===== src/rtl/usbd_pipe_pkg.sv =====
package usbd_pipe_pkg;

  // register byte offsets
  localparam int OFS_INT_STS = 'h00;
  localparam int OFS_INT_EN  = 'h04;
  localparam int OFS_DADDR   = 'h08;
  localparam int OFS_SETUP   = 'h10;
  localparam int OFS_PRIME   = 'h14;
  localparam int OFS_FLUSH   = 'h18;
  localparam int OFS_READY   = 'h1C;
  localparam int OFS_DONE    = 'h20;
  localparam int OFS_EPCTL   = 'h40;

  // transmit pipes start at this bit in pipe registers
  localparam int TX_HALF = 16;
  localparam int DEV_AW  = 7;

  // interrupt status bit positions
  localparam int INT_XFER = 0;
  localparam int INT_ERR  = 1;
  localparam int INT_PORT = 2;
  localparam int INT_BRST = 6;
  localparam int INT_SOF  = 7;
  localparam int INT_SUSP = 8;
  localparam logic [31:0] INT_MASK = (32'h1 << INT_XFER) | (32'h1 << INT_ERR) |
                                     (32'h1 << INT_PORT) | (32'h1 << INT_BRST) |
                                     (32'h1 << INT_SOF)  | (32'h1 << INT_SUSP);

  // endpoint control word, receive half; transmit half is +TX_HALF
  localparam int EPC_STALL = 0;
  localparam int EPC_TYPE  = 2;
  localparam int EPC_TOG   = 6;
  localparam int EPC_EN    = 7;

  typedef enum logic [1:0] {
    EPK_CONTROL = 2'd0,
    EPK_ISO     = 2'd1,
    EPK_BULK    = 2'd2,
    EPK_INTR    = 2'd3
  } ep_kind_e;

  // bit position of pipe p in a 32-bit pipe register
  function automatic int pipe_bit(input int p, input int n_ep);
    return (p < n_ep) ? p : TX_HALF + p - n_ep;
  endfunction

endpackage


===== src/rtl/usbd_pipe_slot.sv =====
module usbd_pipe_slot (
  input  logic clk,
  input  logic rst,
  input  logic set_prime,
  input  logic set_flush,
  input  logic clr_done,
  input  logic prime_ack,
  input  logic flush_ack,
  input  logic xfer_done,
  input  logic bus_rst,
  output logic prime_pend,
  output logic flush_pend,
  output logic ready,
  output logic done
);

  // software request wins over a same-cycle accept
  always_ff @(posedge clk) begin
    if (rst)            prime_pend <= 1'b0;
    else if (set_prime) prime_pend <= 1'b1;
    else if (prime_ack) prime_pend <= 1'b0;
  end

  always_ff @(posedge clk) begin
    if (rst)            flush_pend <= 1'b0;
    else if (set_flush) flush_pend <= 1'b1;
    else if (flush_ack) flush_pend <= 1'b0;
  end

  // flush beats acceptance; completion retires the pipe
  always_ff @(posedge clk) begin
    if (rst)                           ready <= 1'b0;
    else if (flush_ack && flush_pend)  ready <= 1'b0;
    else if (prime_ack && prime_pend)  ready <= 1'b1;
    else if (xfer_done)                ready <= 1'b0;
  end

  // bus reset dominates, then a new event beats the clearing write
  always_ff @(posedge clk) begin
    if (rst)            done <= 1'b0;
    else if (bus_rst)   done <= 1'b0;
    else if (xfer_done) done <= 1'b1;
    else if (clr_done)  done <= 1'b0;
  end

endmodule


===== src/rtl/usbd_intr_unit.sv =====
module usbd_intr_unit
  import usbd_pipe_pkg::*;
#(
  parameter logic [31:0] MASK = INT_MASK
) (
  input  logic        clk,
  input  logic        rst,
  input  logic [31:0] events,
  input  logic        sts_wr,
  input  logic        en_wr,
  input  logic [31:0] wdata,
  output logic [31:0] status,
  output logic [31:0] enable,
  output logic        irq
);

  logic [31:0] clr_bits;
  assign clr_bits = sts_wr ? wdata : 32'h0;

  always_ff @(posedge clk) begin
    if (rst) status <= 32'h0;
    else     status <= ((status & ~clr_bits) | events) & MASK;
  end

  always_ff @(posedge clk) begin
    if (rst)        enable <= 32'h0;
    else if (en_wr) enable <= wdata & MASK;
  end

  always_ff @(posedge clk) begin
    if (rst) irq <= 1'b0;
    else     irq <= |(status & enable);
  end

endmodule


===== src/rtl/usbd_ep_ctl_word.sv =====
module usbd_ep_ctl_word
  import usbd_pipe_pkg::*;
(
  input  logic        clk,
  input  logic        rst,
  input  logic        wr_en,
  input  logic [31:0] wdata,
  output logic [31:0] rd_word,
  output logic        stall_rx,
  output logic        stall_tx,
  output logic        en_rx,
  output logic        en_tx,
  output logic [1:0]  type_rx,
  output logic [1:0]  type_tx,
  output logic        tog_rx,
  output logic        tog_tx
);

  localparam logic [15:0] HALF_RW = (16'h1 << EPC_STALL) | (16'h3 << EPC_TYPE) |
                                    (16'h1 << EPC_EN);
  localparam logic [31:0] RW_MASK = {HALF_RW, HALF_RW};

  logic [31:0] word_q;

  always_ff @(posedge clk) begin
    if (rst)        word_q <= 32'h0;
    else if (wr_en) word_q <= wdata & RW_MASK;
  end

  // toggle-reset commands are one-cycle strobes, never stored
  always_ff @(posedge clk) begin
    if (rst) begin
      tog_rx <= 1'b0;
      tog_tx <= 1'b0;
    end else begin
      tog_rx <= wr_en & wdata[EPC_TOG];
      tog_tx <= wr_en & wdata[TX_HALF + EPC_TOG];
    end
  end

  assign rd_word  = word_q;
  assign stall_rx = word_q[EPC_STALL];
  assign stall_tx = word_q[TX_HALF + EPC_STALL];
  assign en_rx    = word_q[EPC_EN];
  assign en_tx    = word_q[TX_HALF + EPC_EN];
  assign type_rx  = word_q[EPC_TYPE +: 2];
  assign type_tx  = word_q[TX_HALF + EPC_TYPE +: 2];

endmodule


===== src/rtl/usbd_pipe_regs.sv =====
module usbd_pipe_regs
  import usbd_pipe_pkg::*;
#(
  parameter int NUM_EP = 5,
  parameter int ADDR_W = 8
) (
  input  logic                  clk,
  input  logic                  rst,
  input  logic                  bus_wr,
  input  logic                  bus_rd,
  input  logic [ADDR_W-1:0]     bus_addr,
  input  logic [31:0]           bus_wdata,
  output logic [31:0]           bus_rdata,
  output logic [2*NUM_EP-1:0]   prime_req,
  input  logic [2*NUM_EP-1:0]   prime_ack,
  output logic [2*NUM_EP-1:0]   flush_req,
  input  logic [2*NUM_EP-1:0]   flush_ack,
  input  logic [2*NUM_EP-1:0]   xfer_done,
  input  logic                  setup_evt,
  input  logic                  err_evt,
  input  logic                  port_evt,
  input  logic                  bus_reset_evt,
  input  logic                  sof_evt,
  input  logic                  suspend_evt,
  output logic [NUM_EP-1:0]     stall_rx,
  output logic [NUM_EP-1:0]     stall_tx,
  output logic [NUM_EP-1:0]     en_rx,
  output logic [NUM_EP-1:0]     en_tx,
  output logic [2*NUM_EP-1:0]   type_rx,
  output logic [2*NUM_EP-1:0]   type_tx,
  output logic [NUM_EP-1:0]     tog_rst_rx,
  output logic [NUM_EP-1:0]     tog_rst_tx,
  output logic [DEV_AW-1:0]     dev_addr,
  output logic                  irq
);

  localparam int NPIPE = 2 * NUM_EP;

  // address decode
  logic hit_sts, hit_en, hit_daddr, hit_setup, hit_prime, hit_flush, hit_ready, hit_done;
  assign hit_sts   = (bus_addr == ADDR_W'(OFS_INT_STS));
  assign hit_en    = (bus_addr == ADDR_W'(OFS_INT_EN));
  assign hit_daddr = (bus_addr == ADDR_W'(OFS_DADDR));
  assign hit_setup = (bus_addr == ADDR_W'(OFS_SETUP));
  assign hit_prime = (bus_addr == ADDR_W'(OFS_PRIME));
  assign hit_flush = (bus_addr == ADDR_W'(OFS_FLUSH));
  assign hit_ready = (bus_addr == ADDR_W'(OFS_READY));
  assign hit_done  = (bus_addr == ADDR_W'(OFS_DONE));

  // per-pipe state
  logic [NPIPE-1:0] pipe_ready;
  logic [NPIPE-1:0] done_vec;

  for (genvar p = 0; p < NPIPE; p++) begin : g_pipe
    localparam int BP = pipe_bit(p, NUM_EP);
    usbd_pipe_slot u_slot (
      .clk        (clk),
      .rst        (rst),
      .set_prime  (bus_wr && hit_prime && bus_wdata[BP]),
      .set_flush  (bus_wr && hit_flush && bus_wdata[BP]),
      .clr_done   (bus_wr && hit_done  && bus_wdata[BP]),
      .prime_ack  (prime_ack[p]),
      .flush_ack  (flush_ack[p]),
      .xfer_done  (xfer_done[p]),
      .bus_rst    (bus_reset_evt),
      .prime_pend (prime_req[p]),
      .flush_pend (flush_req[p]),
      .ready      (pipe_ready[p]),
      .done       (done_vec[p])
    );
  end

  // scatter pipe vectors into the split 32-bit layout
  logic [31:0] img_prime, img_flush, img_ready, img_done;
  always_comb begin
    img_prime = 32'h0;
    img_flush = 32'h0;
    img_ready = 32'h0;
    img_done  = 32'h0;
    for (int p = 0; p < NPIPE; p++) begin
      img_prime[pipe_bit(p, NUM_EP)] = prime_req[p];
      img_flush[pipe_bit(p, NUM_EP)] = flush_req[p];
      img_ready[pipe_bit(p, NUM_EP)] = pipe_ready[p];
      img_done[pipe_bit(p, NUM_EP)]  = done_vec[p];
    end
  end

  // endpoint 0 setup flag
  logic setup_bit;
  always_ff @(posedge clk) begin
    if (rst)                                    setup_bit <= 1'b0;
    else if (bus_reset_evt)                     setup_bit <= 1'b0;
    else if (setup_evt)                         setup_bit <= 1'b1;
    else if (bus_wr && hit_setup && bus_wdata[0]) setup_bit <= 1'b0;
  end

  // device address
  always_ff @(posedge clk) begin
    if (rst)                       dev_addr <= '0;
    else if (bus_reset_evt)        dev_addr <= '0;
    else if (bus_wr && hit_daddr)  dev_addr <= bus_wdata[DEV_AW-1:0];
  end

  // interrupt sources
  logic [31:0] int_events;
  always_comb begin
    int_events           = 32'h0;
    int_events[INT_XFER] = (|xfer_done) | setup_evt;
    int_events[INT_ERR]  = err_evt;
    int_events[INT_PORT] = port_evt;
    int_events[INT_BRST] = bus_reset_evt;
    int_events[INT_SOF]  = sof_evt;
    int_events[INT_SUSP] = suspend_evt;
  end

  logic [31:0] int_sts, int_en;

  usbd_intr_unit #(.MASK(INT_MASK)) u_intr (
    .clk    (clk),
    .rst    (rst),
    .events (int_events),
    .sts_wr (bus_wr && hit_sts),
    .en_wr  (bus_wr && hit_en),
    .wdata  (bus_wdata),
    .status (int_sts),
    .enable (int_en),
    .irq    (irq)
  );

  // endpoint control words
  logic [31:0] ep_word [NUM_EP];

  for (genvar n = 0; n < NUM_EP; n++) begin : g_ep
    usbd_ep_ctl_word u_ep (
      .clk      (clk),
      .rst      (rst),
      .wr_en    (bus_wr && (bus_addr == ADDR_W'(OFS_EPCTL + 4 * n))),
      .wdata    (bus_wdata),
      .rd_word  (ep_word[n]),
      .stall_rx (stall_rx[n]),
      .stall_tx (stall_tx[n]),
      .en_rx    (en_rx[n]),
      .en_tx    (en_tx[n]),
      .type_rx  (type_rx[2*n +: 2]),
      .type_tx  (type_tx[2*n +: 2]),
      .tog_rx   (tog_rst_rx[n]),
      .tog_tx   (tog_rst_tx[n])
    );
  end

  // read path
  logic [31:0] rd_next;
  always_comb begin
    rd_next = 32'h0;
    if (hit_sts)        rd_next = int_sts;
    else if (hit_en)    rd_next = int_en;
    else if (hit_daddr) rd_next = {{(32-DEV_AW){1'b0}}, dev_addr};
    else if (hit_setup) rd_next = {31'h0, setup_bit};
    else if (hit_prime) rd_next = img_prime;
    else if (hit_flush) rd_next = img_flush;
    else if (hit_ready) rd_next = img_ready;
    else if (hit_done)  rd_next = img_done;
    else begin
      for (int i = 0; i < NUM_EP; i++) begin
        if (bus_addr == ADDR_W'(OFS_EPCTL + 4 * i)) rd_next = ep_word[i];
      end
    end
  end

  always_ff @(posedge clk) begin
    if (rst)         bus_rdata <= 32'h0;
    else if (bus_rd) bus_rdata <= rd_next;
  end

endmodule


===== config.mk =====
export PLATFORM = sky130hd
export DESIGN_NAME = usbd_pipe_regs
export DESIGN_NICKNAME = d
export VERILOG_FILES = /design/src/rtl/usbd_pipe_pkg.sv /design/src/rtl/usbd_pipe_slot.sv /design/src/rtl/usbd_intr_unit.sv /design/src/rtl/usbd_ep_ctl_word.sv /design/src/rtl/usbd_pipe_regs.sv
export SDC_FILE = /design/constraint.sdc
export NUM_CORES = 1
export LEC_CHECK = 0
export BUFFER_PORTS_ARGS = -buffer_cell sky130_fd_sc_hd__buf_2
export CORE_MARGIN = 4
export CORE_UTILIZATION = 30
export DETAILED_ROUTE_END_ITERATION = 12
export PLACE_DENSITY = 0.63
export SLEW_MARGIN = 10
export SYNTH_ARGS = -nofsm -noshare
export SYNTH_HDL_FRONTEND = slang
export SYNTH_SLANG_ARGS = --single-unit

===== constraint.sdc =====
create_clock -name clk -period 2.07 [get_ports clk]
set_input_delay 0.414 -clock clk [delete_from_list [all_inputs] [get_ports clk]]
set_output_delay 0.414 -clock clk [all_outputs]
set_load 0.02 [all_outputs]

==> run_results.csv <==
group,metric,value,unit
status,status,"complete, no violations",
detailed_routing,drc_errors,0,
finish,final_net_count,974,
detailed_routing,initialDrtViolationCount,434,
setup_path,arrival,2.08,ns
place,placed_cells,1145,
setup_path,critical_path.endpoint,"bus_rdata[3]$_SDFFE_PP0P_",
clock_tree,post_cts.repair.setup_buffers,0,
job,cap_viol_max_count,0,
sta,tightest_slew,0.641,ns
synth,synthDominantCellAreaShare,40.7,%
pwr,p_leak,3.08,nW
grt,grtUsageTotal,18.7,%
setup_path,cp.required,2.36,ns
floorplanning,starting_utilization_of_the_core_area,30.5,%
sta,final_hold_viol_count,0,
grt,first_global_vias,5785,
grt,grt_overflow,0,
pwr,power_per_cell_area,749,nW/um^2
grt,maximum_number_of_pins_on_one_net_before_global_route_repair,100,
setup_path,crit-reg2reg-launch,"g_ep[3].u_ep.rd_word[0]$_SDFFE_PP0P_",
sta,hold_slack_final,0.202,ns
floorplanning,fp.dieArea,23000,sq um
synth,ys_async_sr_fraction,0,%
finish,area.growth.synth_to_final,23.4,%
finish,finalNonFillerCells,1178,
floorplanning,ios,190,
synth,main_combinational_cell_family_by_area_after_synthesis,"simple AND/OR/NAND/NOR gates",
finish,num-fill-cells,2119,
clock_tree,root_buffer,"sky130_fd_sc_hd__clkbuf_16",
synth,netlist.top_cell.by_area,"sky130_fd_sc_hd__dfxtp_1",
sta,clock_skews,0.00821,ns
clock_tree,cts_hold_repair.buffers,0,
sta,post-route-period-util,86.6,%
synth,compound_gate_portion_of_the_synthesized_area,19.6,%
sta,timing.final.setup_violations,0,
setup_path,crit_path_start_kind,"input port",
place,io_buffers,156,
clock_tree,cts_resized,0,
synth,mux_cell_area_share_after_synthesis,3.35,%
floorplanning,floorplan_core_area,20300,sq um
finish,multi_input_area,2960,sq um
clock_tree,path_clk_slew,0.06,ns
clock_tree,cts_num_sinks,126,
sta,slew_headroom,57.2,%
synth,yosys.area_share.xor_xnor,0,%
synth,synth_fa_ha_area_share,0.162,%
grt,grt_pass1_wl,32.7,mm
sta,final_critical_path_setup_slack,0.278,ns
synth,flip_flop_and_latch_count_after_synthesis,126,
detailed_routing,drt_wl_total,21.7,mm
detailed_routing,number_of_iterations_in_the_first_detailed_routing_pass,5,
detailed_routing,final_antenna_net_count,0,
floorplanning,die-height,152,microns
synth,yosys_most_used_dff,"sky130_fd_sc_hd__dfxtp_1",
clock_tree,cts_max_path_buffers,2,
pwr,vdd_ir_max,0.000509,V
setup_path,crit_path_start,"bus_addr[2]",
synth,yosys.cell_types.count,63,
floorplanning,standard_cell_rows,52,
setup_path,crit_fanout,4,
sta,achievable-frequency,558,MHz
sta,setup_tns,0,ns
finish,drive_gt1_share,29.4,%
finish,fin_util,37.7,%
detailed_routing,drt-vias-per-instance,5.05,
place,place_worst_setup_slack,-0.113,ns
clock_tree,cts.htree.levels,4,
synth,netlist_top_cells_area,"sky130_fd_sc_hd__dfxtp_1, sky130_fd_sc_hd__buf_4, sky130_fd_sc_hd__a21oi_1",
synth,synth.yosys.seq_area_share,40.7,%
synth,synthCells,769,
detailed_routing,wl_per_cell,18.4,microns
worst_hold_path,timing.hold.worst.class,"input port to flip-flop",
finish,register_area,2520,sq um
clock_tree,clk_latency,0.42,ns
synth,synth_edf_count,0,
place,detailedPlacementHpwl,15.9,mm
setup_path,r2r_end,"bus_rdata[0]$_SDFFE_PP0P_",
setup_path,r2r_setup_slack,0.57,ns
detailed_routing,route.vias.total,5952,
clock_tree,num_cts_buffers,17,
setup_path,endpoint_kind,"flip-flop",
grt,number_of_antenna_violations_at_the_first_check_in_global_routing,4,
sta,rsz0062_at_grt,"no",
place,last_weighted_congestion_value_of_the_routability_driven_placer,0.900,
synth,synth_simple_gate_area_share,23.4,%
setup_path,critPathKind,"input port to flip-flop",
setup_path,worst-r2r-cell-count,4,
sta,finalCriticalPeriod,1.79,ns
synth,syn_avg_cell_area,8.05,sq um
sta,final-max-slew-violation-count,0,
floorplanning,die_width,152,microns
synth,ys_warn_count,0,
synth,cell_area_after_synthesis,6190,sq um
clock_tree,cts_tree,"built",
==> area by class of cell <==
cell class,instances,share of cell area [%]
multi-input combinational,533,38.7
sequential,126,33.0
timing repair buffer,212,16.2
clock buffer,17,5.57
tap,270,4.42
clock inverter,15,1.83
inverter,4,0.196
antenna,1,0.0327
==> cell families after synthesis <==
| family | count (synthesis) |
|---|---|
| multiplexers | 14 |
| adder cells (fa/ha/maj) | 1 |
| AND/OR/NAND/NOR | 303 |
| flip-flops | 126 |
| other | 1 |
| AO/OA/AOI/OAI | 198 |
| buffers and inverters | 126 |
==> cell usage after synthesis, types with 4 or more instances <==
library cell and instances:
sky130_fd_sc_hd__nand3_1 49, sky130_fd_sc_hd__nand2_1 120, sky130_fd_sc_hd__nor2b_1 25, sky130_fd_sc_hd__a21oi_1 104, sky130_fd_sc_hd__mux4_2 5, sky130_fd_sc_hd__mux2_2 4
sky130_fd_sc_hd__buf_2 14, sky130_fd_sc_hd__inv_1 4, sky130_fd_sc_hd__and3_1 7, sky130_fd_sc_hd__o2bb2ai_1 5, sky130_fd_sc_hd__mux2i_1 5, sky130_fd_sc_hd__clkbuf_1 31
sky130_fd_sc_hd__nor2_1 61, sky130_fd_sc_hd__nor3_1 4, sky130_fd_sc_hd__a221oi_1 11, sky130_fd_sc_hd__o21ai_0 24, sky130_fd_sc_hd__buf_4 74, sky130_fd_sc_hd__a22oi_1 19
sky130_fd_sc_hd__o22ai_1 5, sky130_fd_sc_hd__a32oi_1 4, sky130_fd_sc_hd__dfxtp_1 126, sky130_fd_sc_hd__nand2b_1 10
==> state kept, by name, indices dropped and copies added (netlist names) <==
signal and count:
dev_addr 7, g_ep.u_ep.tog_rx 5, bus_rdata 15, u_intr.enable 6
g_pipe.u_slot.done 10, g_ep.u_ep.tog_tx 5, setup_bit 1, u_intr.irq 1
g_pipe.u_slot.prime_pend 10, g_pipe.u_slot.flush_pend 10, g_ep.u_ep.rd_word 40, g_pipe.u_slot.ready 10
u_intr.status 6
==> metal layers <==
metal	routed length, microns	GRT usage, %	vias to the layer above
li1	-	-	2868
met3	1800	5.77	49
met2	10300	30.1	235
met5	34	0	-
met4	588	7.46	6
met1	8970	23.3	2794
==> through the flow <==
step / power, mW / cell area, sq um
6_report: 5.73 / 7640
5_1_grt: 5.93 / 7640
4_1_cts: 5.79 / 7640
3_5_place_dp: 2.94 / 7080
3_3_place_gp: 2.93 / 7080
2_1_floorplan: 2.76 / 6250
==> report_power, final <==
part,total (mW),switching (mW),internal [mW],leakage (nW)
clock network,2.84,1.18,1.66,0.266
logic,0.428,0.284,0.144,1.80
registers,2.46,0.0151,2.45,1.02
==> critical path: stages <==
cell                       delay (ns)
sky130_fd_sc_hd__buf_2           0.12
sky130_fd_sc_hd__or4b_2          0.74
sky130_fd_sc_hd__nor2_1          0.13
sky130_fd_sc_hd__o311ai_1        0.18
sky130_fd_sc_hd__a221oi_1        0.38
sky130_fd_sc_hd__o22ai_1         0.12
==> cell usage in the layout (no fill, tap or decap), types with 3 or more instances in the layout <==
cell	count
sky130_fd_sc_hd__clkbuf_16	17
sky130_fd_sc_hd__nor3_1	4
sky130_fd_sc_hd__a22o_1	3
sky130_fd_sc_hd__nand3_1	49
sky130_fd_sc_hd__mux2i_1	5
sky130_fd_sc_hd__a31oi_1	3
sky130_fd_sc_hd__a32oi_1	4
sky130_fd_sc_hd__buf_12	3
sky130_fd_sc_hd__conb_1	17
sky130_fd_sc_hd__mux2_2	4
sky130_fd_sc_hd__nand2b_1	10
sky130_fd_sc_hd__clkinvlp_4	4
sky130_fd_sc_hd__a21oi_1	104
sky130_fd_sc_hd__nor2_1	61
sky130_fd_sc_hd__o22ai_1	5
sky130_fd_sc_hd__nor4_1	3
sky130_fd_sc_hd__clkinv_4	6
sky130_fd_sc_hd__buf_4	53
sky130_fd_sc_hd__o21ai_0	24
sky130_fd_sc_hd__and3_1	7
sky130_fd_sc_hd__a2bb2oi_1	3
sky130_fd_sc_hd__o21a_1	3
sky130_fd_sc_hd__a221oi_1	11
sky130_fd_sc_hd__inv_1	4
sky130_fd_sc_hd__mux4_2	5
sky130_fd_sc_hd__o2bb2ai_1	5
sky130_fd_sc_hd__a22oi_1	19
sky130_fd_sc_hd__nand2_1	120
sky130_fd_sc_hd__buf_2	156
sky130_fd_sc_hd__dfxtp_1	126
sky130_fd_sc_hd__nor2b_1	25
==> worst min path at each step <==
| stage | start | endpoint | slack [ns] | depth (start not counted) |
|---|---|---|---|---|
| after CTS | flush_ack[5] | g_pipe[5].u_slot.ready$_SDFFE_PP0P_ | 0.19 | 2 |
| after global routing | flush_ack[5] | g_pipe[5].u_slot.ready$_SDFFE_PP0P_ | 0.20 | 2 |
| after global placement | bus_rdata[8]$_SDFFE_PP0P_ | bus_rdata[8]$_SDFFE_PP0P_ | 0.44 | 2 |
| after detailed placement | bus_rdata[8]$_SDFFE_PP0P_ | bus_rdata[8]$_SDFFE_PP0P_ | 0.45 | 2 |
| after floorplan | u_intr.enable[1]$_SDFFE_PP0P_ | u_intr.enable[1]$_SDFFE_PP0P_ | 0.44 | 2 |
| final | flush_ack[5] | g_pipe[5].u_slot.ready$_SDFFE_PP0P_ | 0.20 | 2 |
No activity file was read; power rests on OpenSTA's default activity.
